## config.mk

```make
export PLATFORM = sky130hd
export DESIGN_NAME = mbx_irq
export DESIGN_NICKNAME = d
export VERILOG_FILES = /design/src/rtl/mbx_pkg.sv /design/src/rtl/mbx_rst_sync.sv /design/src/rtl/mbx_port_decode.sv /design/src/rtl/mbx_flag.sv /design/src/rtl/mbx_irq.sv
export SDC_FILE = /design/constraint.sdc
export NUM_CORES = 1
export LEC_CHECK = 0
export CORE_AREA = 2 2 39 41
export CTS_BUF_LIST = sky130_fd_sc_hd__clkbuf_8 sky130_fd_sc_hd__clkbuf_16
export DETAILED_ROUTE_END_ITERATION = 12
export DIE_AREA = 0 0 41 43
export DONT_BUFFER_PORTS = 1
export HOLD_SLACK_MARGIN = 0.06
export PLACE_DENSITY_LB_ADDON = 0.2
export RECOVER_POWER = 50
export SETUP_SLACK_MARGIN = 0.1
export SLEW_MARGIN = 5
export SYNTH_ARGS = -nofsm -noshare
export SYNTH_HDL_FRONTEND = slang
export SYNTH_SLANG_ARGS = --single-unit
```

## constraint.sdc

```tcl
create_clock -name clk -period 0.8 [get_ports clk]
set_clock_uncertainty 0.1 [all_clocks]
set_input_delay 0.2 -clock clk [delete_from_list [all_inputs] [get_ports clk]]
set_output_delay 0.2 -clock clk [all_outputs]
set_load 0.02 [all_outputs]
```

## src/rtl/mbx_pkg.sv

```systemverilog
package mbx_pkg;
  localparam int NPORT  = 2;
  localparam int PORT_L = 0;
  localparam int PORT_R = 1;

  // Offset below the all-ones address for each port's own mailbox word
  function automatic int mbx_offset(input int port);
    return (port == PORT_L) ? 1 : 0;
  endfunction

  function automatic int peer_of(input int port);
    return (port == PORT_L) ? PORT_R : PORT_L;
  endfunction
endpackage

```

## src/rtl/mbx_rst_sync.sv

```systemverilog
module mbx_rst_sync #(
  parameter int STAGES = 2
) (
  input  logic clk,
  input  logic rst_n,
  output logic rst_n_sync
);
  logic [STAGES-1:0] chain_q;
  logic [STAGES-1:0] chain_d;

  always_comb begin
    chain_d = {chain_q[STAGES-2:0], 1'b1};
  end

  always_ff @(posedge clk or negedge rst_n) begin
    if (!rst_n) chain_q <= '0;
    else        chain_q <= chain_d;
  end

  assign rst_n_sync = chain_q[STAGES-1];
endmodule

```

## src/rtl/mbx_port_decode.sv

```systemverilog
module mbx_port_decode #(
  parameter int                ADDR_W    = 14,
  parameter logic [ADDR_W-1:0] OWN_ADDR  = '1,
  parameter logic [ADDR_W-1:0] PEER_ADDR = '1
) (
  input  logic              cs_n,
  input  logic              we_n,
  input  logic              oe_n,
  input  logic              busy_n,
  input  logic [ADDR_W-1:0] addr,
  output logic              set_peer,
  output logic              clr_own
);
  logic sel;
  logic hit_own;
  logic hit_peer;

  always_comb begin
    sel      = !cs_n && busy_n;
    hit_own  = (addr == OWN_ADDR);
    hit_peer = (addr == PEER_ADDR);
    set_peer = sel && !we_n && hit_peer;
    clr_own  = sel && !oe_n && hit_own;
  end
endmodule

```

## src/rtl/mbx_flag.sv

```systemverilog
module mbx_flag (
  input  logic clk,
  input  logic rst_n,
  input  logic set,
  input  logic clr,
  output logic irq_n
);
  logic flag_q;
  logic flag_d;
  logic flag_en;

  always_comb begin
    flag_en = set || clr;
    flag_d  = set || (flag_q && !clr);
  end

  always_ff @(posedge clk or negedge rst_n) begin
    if (!rst_n)       flag_q <= 1'b0;
    else if (flag_en) flag_q <= flag_d;
  end

  assign irq_n = !flag_q;

  // set wins over clear in the same cycle
  p_set_wins_r7: assert property (@(posedge clk) disable iff (!rst_n)
    set |=> !irq_n);
  // lone clear drops the flag
  p_clear_r3: assert property (@(posedge clk) disable iff (!rst_n)
    (clr && !set) |=> irq_n);
  // no request, no change
  p_hold_r8: assert property (@(posedge clk) disable iff (!rst_n)
    (!set && !clr) |=> $stable(irq_n));
endmodule

```

## src/rtl/mbx_irq.sv

```systemverilog
module mbx_irq #(
  parameter int ADDR_W      = 14,
  parameter int SYNC_STAGES = 2
) (
  input  logic              clk,
  input  logic              rst_n,
  input  logic              l_cs_n,
  input  logic              l_we_n,
  input  logic              l_oe_n,
  input  logic [ADDR_W-1:0] l_addr,
  input  logic              l_busy_n,
  input  logic              r_cs_n,
  input  logic              r_we_n,
  input  logic              r_oe_n,
  input  logic [ADDR_W-1:0] r_addr,
  input  logic              r_busy_n,
  output logic              l_irq_n,
  output logic              r_irq_n
);
  import mbx_pkg::*;

  localparam logic [ADDR_W-1:0] TOP_ADDR = '1;

  logic              rst_n_sync;
  logic [NPORT-1:0]  cs_n, we_n, oe_n, busy_n;
  logic [ADDR_W-1:0] addr [NPORT];
  logic [NPORT-1:0]  set_from;   // set request raised by port p for its peer
  logic [NPORT-1:0]  clr_own;    // clear request by port p for itself
  logic [NPORT-1:0]  irq_n;

  mbx_rst_sync #(.STAGES(SYNC_STAGES)) u_rst (
    .clk        (clk),
    .rst_n      (rst_n),
    .rst_n_sync (rst_n_sync)
  );

  always_comb begin
    cs_n[PORT_L]   = l_cs_n;   cs_n[PORT_R]   = r_cs_n;
    we_n[PORT_L]   = l_we_n;   we_n[PORT_R]   = r_we_n;
    oe_n[PORT_L]   = l_oe_n;   oe_n[PORT_R]   = r_oe_n;
    busy_n[PORT_L] = l_busy_n; busy_n[PORT_R] = r_busy_n;
    addr[PORT_L]   = l_addr;   addr[PORT_R]   = r_addr;
  end

  for (genvar p = 0; p < NPORT; p++) begin : g_port
    localparam int PEER = peer_of(p);
    localparam logic [ADDR_W-1:0] OWN_A  = TOP_ADDR - ADDR_W'(mbx_offset(p));
    localparam logic [ADDR_W-1:0] PEER_A = TOP_ADDR - ADDR_W'(mbx_offset(PEER));

    mbx_port_decode #(
      .ADDR_W    (ADDR_W),
      .OWN_ADDR  (OWN_A),
      .PEER_ADDR (PEER_A)
    ) u_dec (
      .cs_n     (cs_n[p]),
      .we_n     (we_n[p]),
      .oe_n     (oe_n[p]),
      .busy_n   (busy_n[p]),
      .addr     (addr[p]),
      .set_peer (set_from[p]),
      .clr_own  (clr_own[p])
    );

    mbx_flag u_flag (
      .clk   (clk),
      .rst_n (rst_n_sync),
      .set   (set_from[PEER]),
      .clr   (clr_own[p]),
      .irq_n (irq_n[p])
    );
  end

  assign l_irq_n = irq_n[PORT_L];
  assign r_irq_n = irq_n[PORT_R];

  // a busy port can neither raise the peer flag nor drop its own
  p_busy_noset_l_r6: assert property (@(posedge clk) disable iff (!rst_n_sync)
    !r_busy_n |=> !$fell(l_irq_n));
  p_busy_noset_r_r6: assert property (@(posedge clk) disable iff (!rst_n_sync)
    !l_busy_n |=> !$fell(r_irq_n));
  p_busy_noclr_l_r6: assert property (@(posedge clk) disable iff (!rst_n_sync)
    !l_busy_n |=> !$rose(l_irq_n));
  p_busy_noclr_r_r6: assert property (@(posedge clk) disable iff (!rst_n_sync)
    !r_busy_n |=> !$rose(r_irq_n));
  // an idle peer cannot raise a flag
  p_idle_peer_r9: assert property (@(posedge clk) disable iff (!rst_n_sync)
    r_cs_n |=> !$fell(l_irq_n));
endmodule

```

==> results.py <==
metrics = {
    "worst_setup_path": {
        "criticalPathCategory": "reg -> out",
        "crit_path_top_delay_cell": "dfrtp_1",
        "worstSetupStartpointType": "flop",
        "cp_top_family": "flip-flops",
        "end_kind": "primary output",
        "crit_chain": "inv_2",
        "cp_data_required_time_ps": 500,
        "worst-path-buf-inv": 1,
        "path_max_fanout": 2,
        "cp_slowest_stage_delay_ps": 360,
        "crit_arrival_ps": 690,
    },
    "clock_network": {
        "root_buffer": "clkbuf_8",
        "ctsHoldBuffers": 1,
        "clk_pin_slew_ps": 30,
        "worstSkewPairLatency_ps": 210,
        "numCtsBuffers": 3,
        "cts_tree": "built",
        "clockBufferDepth": 2,
        "post_cts.repair.setup_buffers": 0,
        "clock-sinks": 4,
        "cts.htree.levels": 1,
    },
    "placement": {
        "placedCellCount": 41,
        "gpl.final_weighted_congestion": 0.544,
        "io_buffers": 0,
        "dpl_worst_slack_ps": -348,
        "dpl.hpwl_um": 591,
    },
    "job": {
        "drv_cap": 0,
    },
    "floorplanning": {
        "die_y_um": 43,
        "die_w_um": 41,
        "core_sq_um": 1380,
        "die-area_sq_um": 1760,
        "start_util_pct": 16.5,
        "io_pins": 40,
        "row_count": 14,
    },
    "logic_synthesis": {
        "synthesis.area_sq_um": 229,
        "synth_fa_ha_area_share_pct": 0,
        "synth_top_cell_by_area": "dfrtp_1",
        "muxShareOfSynthArea_pct": 0,
        "synth_cell_types": 15,
        "synthTopCellsByArea": "dfrtp_1, nand4_1, nand3b_1",
        "syn_area_per_cell_sq_um": 9.54,
        "synth_top_family_by_area": "simple AND/OR/NAND/NOR gates",
        "synth-xor-area-share_pct": 0,
        "synth_compound_area_share_pct": 4.37,
        "netlist_instances": 24,
        "yosys.area_share.simple_pct": 47.0,
        "synth_top_area_share_pct": 43.7,
        "synth-seq-cells": 4,
        "seq_area_frac_synth_pct": 43.7,
        "synth_fp_nets": 62,
        "yosys_warnings": 0,
    },
    "layout": {
        "final_cell_mix": "nand4_1, dfrtp_1, clkbuf_8",
        "finalNetCount": 69,
        "layout_commonest_cell": "nand4_1",
        "diodes": 0,
        "layout-drive-gt1-share_pct": 31.0,
        "final_cells": 45,
        "syn2layout_area_growth_pct": 37.2,
    },
    "sta": {
        "slew_viol_final": 0,
        "holdWs_ps": -83.1,
        "hold_viol": 2,
        "fin_crit_sh_pct": 124,
        "setup_viol": 4,
        "worst_slack_ps": -190,
        "fmax_mhz": 1010,
        "min_period_ps": 990,
        "rsz0062_at_grt": "yes",
    },
    "power_and_ir_drop": {
        "ir_worst_vdd_v": 0.00106,
        "leakage_nw": 0.111,
        "total_power_mw": 0.645,
        "p_per_area_nw_per_um2": 2050,
    },
    "global_route": {
        "antenna_found_initial": 0,
        "grt_pass1_vias": 247,
        "grt_pass1_wl_mm": 1.01,
        "overflow": 0,
        "grt_usage_pct": 8.90,
        "grt_max_degree": 3,
    },
    "route": {
        "ant_nets": 0,
        "wl_um": 640,
        "drt_iter0_drc": 1,
        "drc_errors": 0,
        "first_pass_iters": 3,
        "vias": 209,
        "viasPerCell": 4.64,
        "wl_per_cell_um": 14.2,
    },
    "run_status": {
        "status": "finished with violations",
        "violations": "hold timing, setup timing",
    },
    "hold_path": {
        "min_path_type": "reg -> async",
    },
}
-- registers in the layout (all words and copies together), names as in the netlist --
register,cells
g_port.u_flag.flag_q,2
u_rst.chain_q,2
-- cell usage after synthesis --
library cell and number:
inv_1 2, o21ai_1 1, nand4_1 5, and3b_1 1, nand3b_1 2, nand3_1 1, conb_1 1, nor2_1 1
o21ai_0 1, nor4_1 1, nor3b_2 1, nand2_1 1, nand4b_1 1, nor4_2 1, dfrtp_1 4
-- where the power goes --
| group | switching [mW] | internal [mW] |
|---|---|---|
| registers | 0.00242 | 0.209 |
| logic | 0.00775 | 0.0117 |
| clock network | 0.0946 | 0.320 |
-- final timing paths --
check / startpoint / endpoint / slack [ps] / cells after the start
min in group clk: l_addr[0] / g_port[1].u_flag.flag_q / 50 / 2
hold reg to reg: u_rst.chain_q[1] / g_port[0].u_flag.flag_q / -80 / 0
setup reg to reg: g_port[0].u_flag.flag_q / g_port[0].u_flag.flag_q / 20 / 2
max in group asynchronous: rst_n / u_rst.chain_q[1] / 360 / 1
setup / recovery: g_port[0].u_flag.flag_q / l_irq_n / -190 / 1
hold / removal: u_rst.chain_q[1] / g_port[0].u_flag.flag_q / -80 / 0
-- area by class of cell --
| class | count | area [sq um] |
|---|---|---|
| well taps | 16 | 20.0 |
| clock buffers | 3 | 41.3 |
| fillers | 160 | 1070 |
| inverters | 2 | 7.51 |
| multi-input cells | 18 | 128 |
| repair buffers | 2 | 17.5 |
| flip-flops and latches | 4 | 100 |
-- through the flow --
stage | TNS (ps) | cell area, sq um | utilization (%)
global placement | -601 | 256 | 18.5
finish | -499 | 314 | 22.7
detailed placement | -653 | 256 | 18.5
CTS | -561 | 314 | 22.7
floorplan | -452 | 229 | -
global route | -749 | 314 | 22.7
-- metal layers --
layer	track usage [%]	vias to the layer above	wire, um
li1	-	101	-
met1	7.24	97	172
met2	13.8	8	379
met3	6.81	3	78
met4	6.00	0	8
met5	0	-	0
-- kinds of logic after synthesis --
| family | Yosys count |
|---|---|
| simple gates | 15 |
| flops | 4 |
| compound gates | 2 |
| buf+inv | 2 |
| other cells | 1 |
-- repair_timing --
item | in CTS | in global routing
gates resized for setup | 1 | 0
endpoints found under the setup margin | 4 | 4
pin swaps | 1 | 0
endpoints found under the hold margin | 6 | 3
Note: power is estimated with default switching activity, not from simulation.
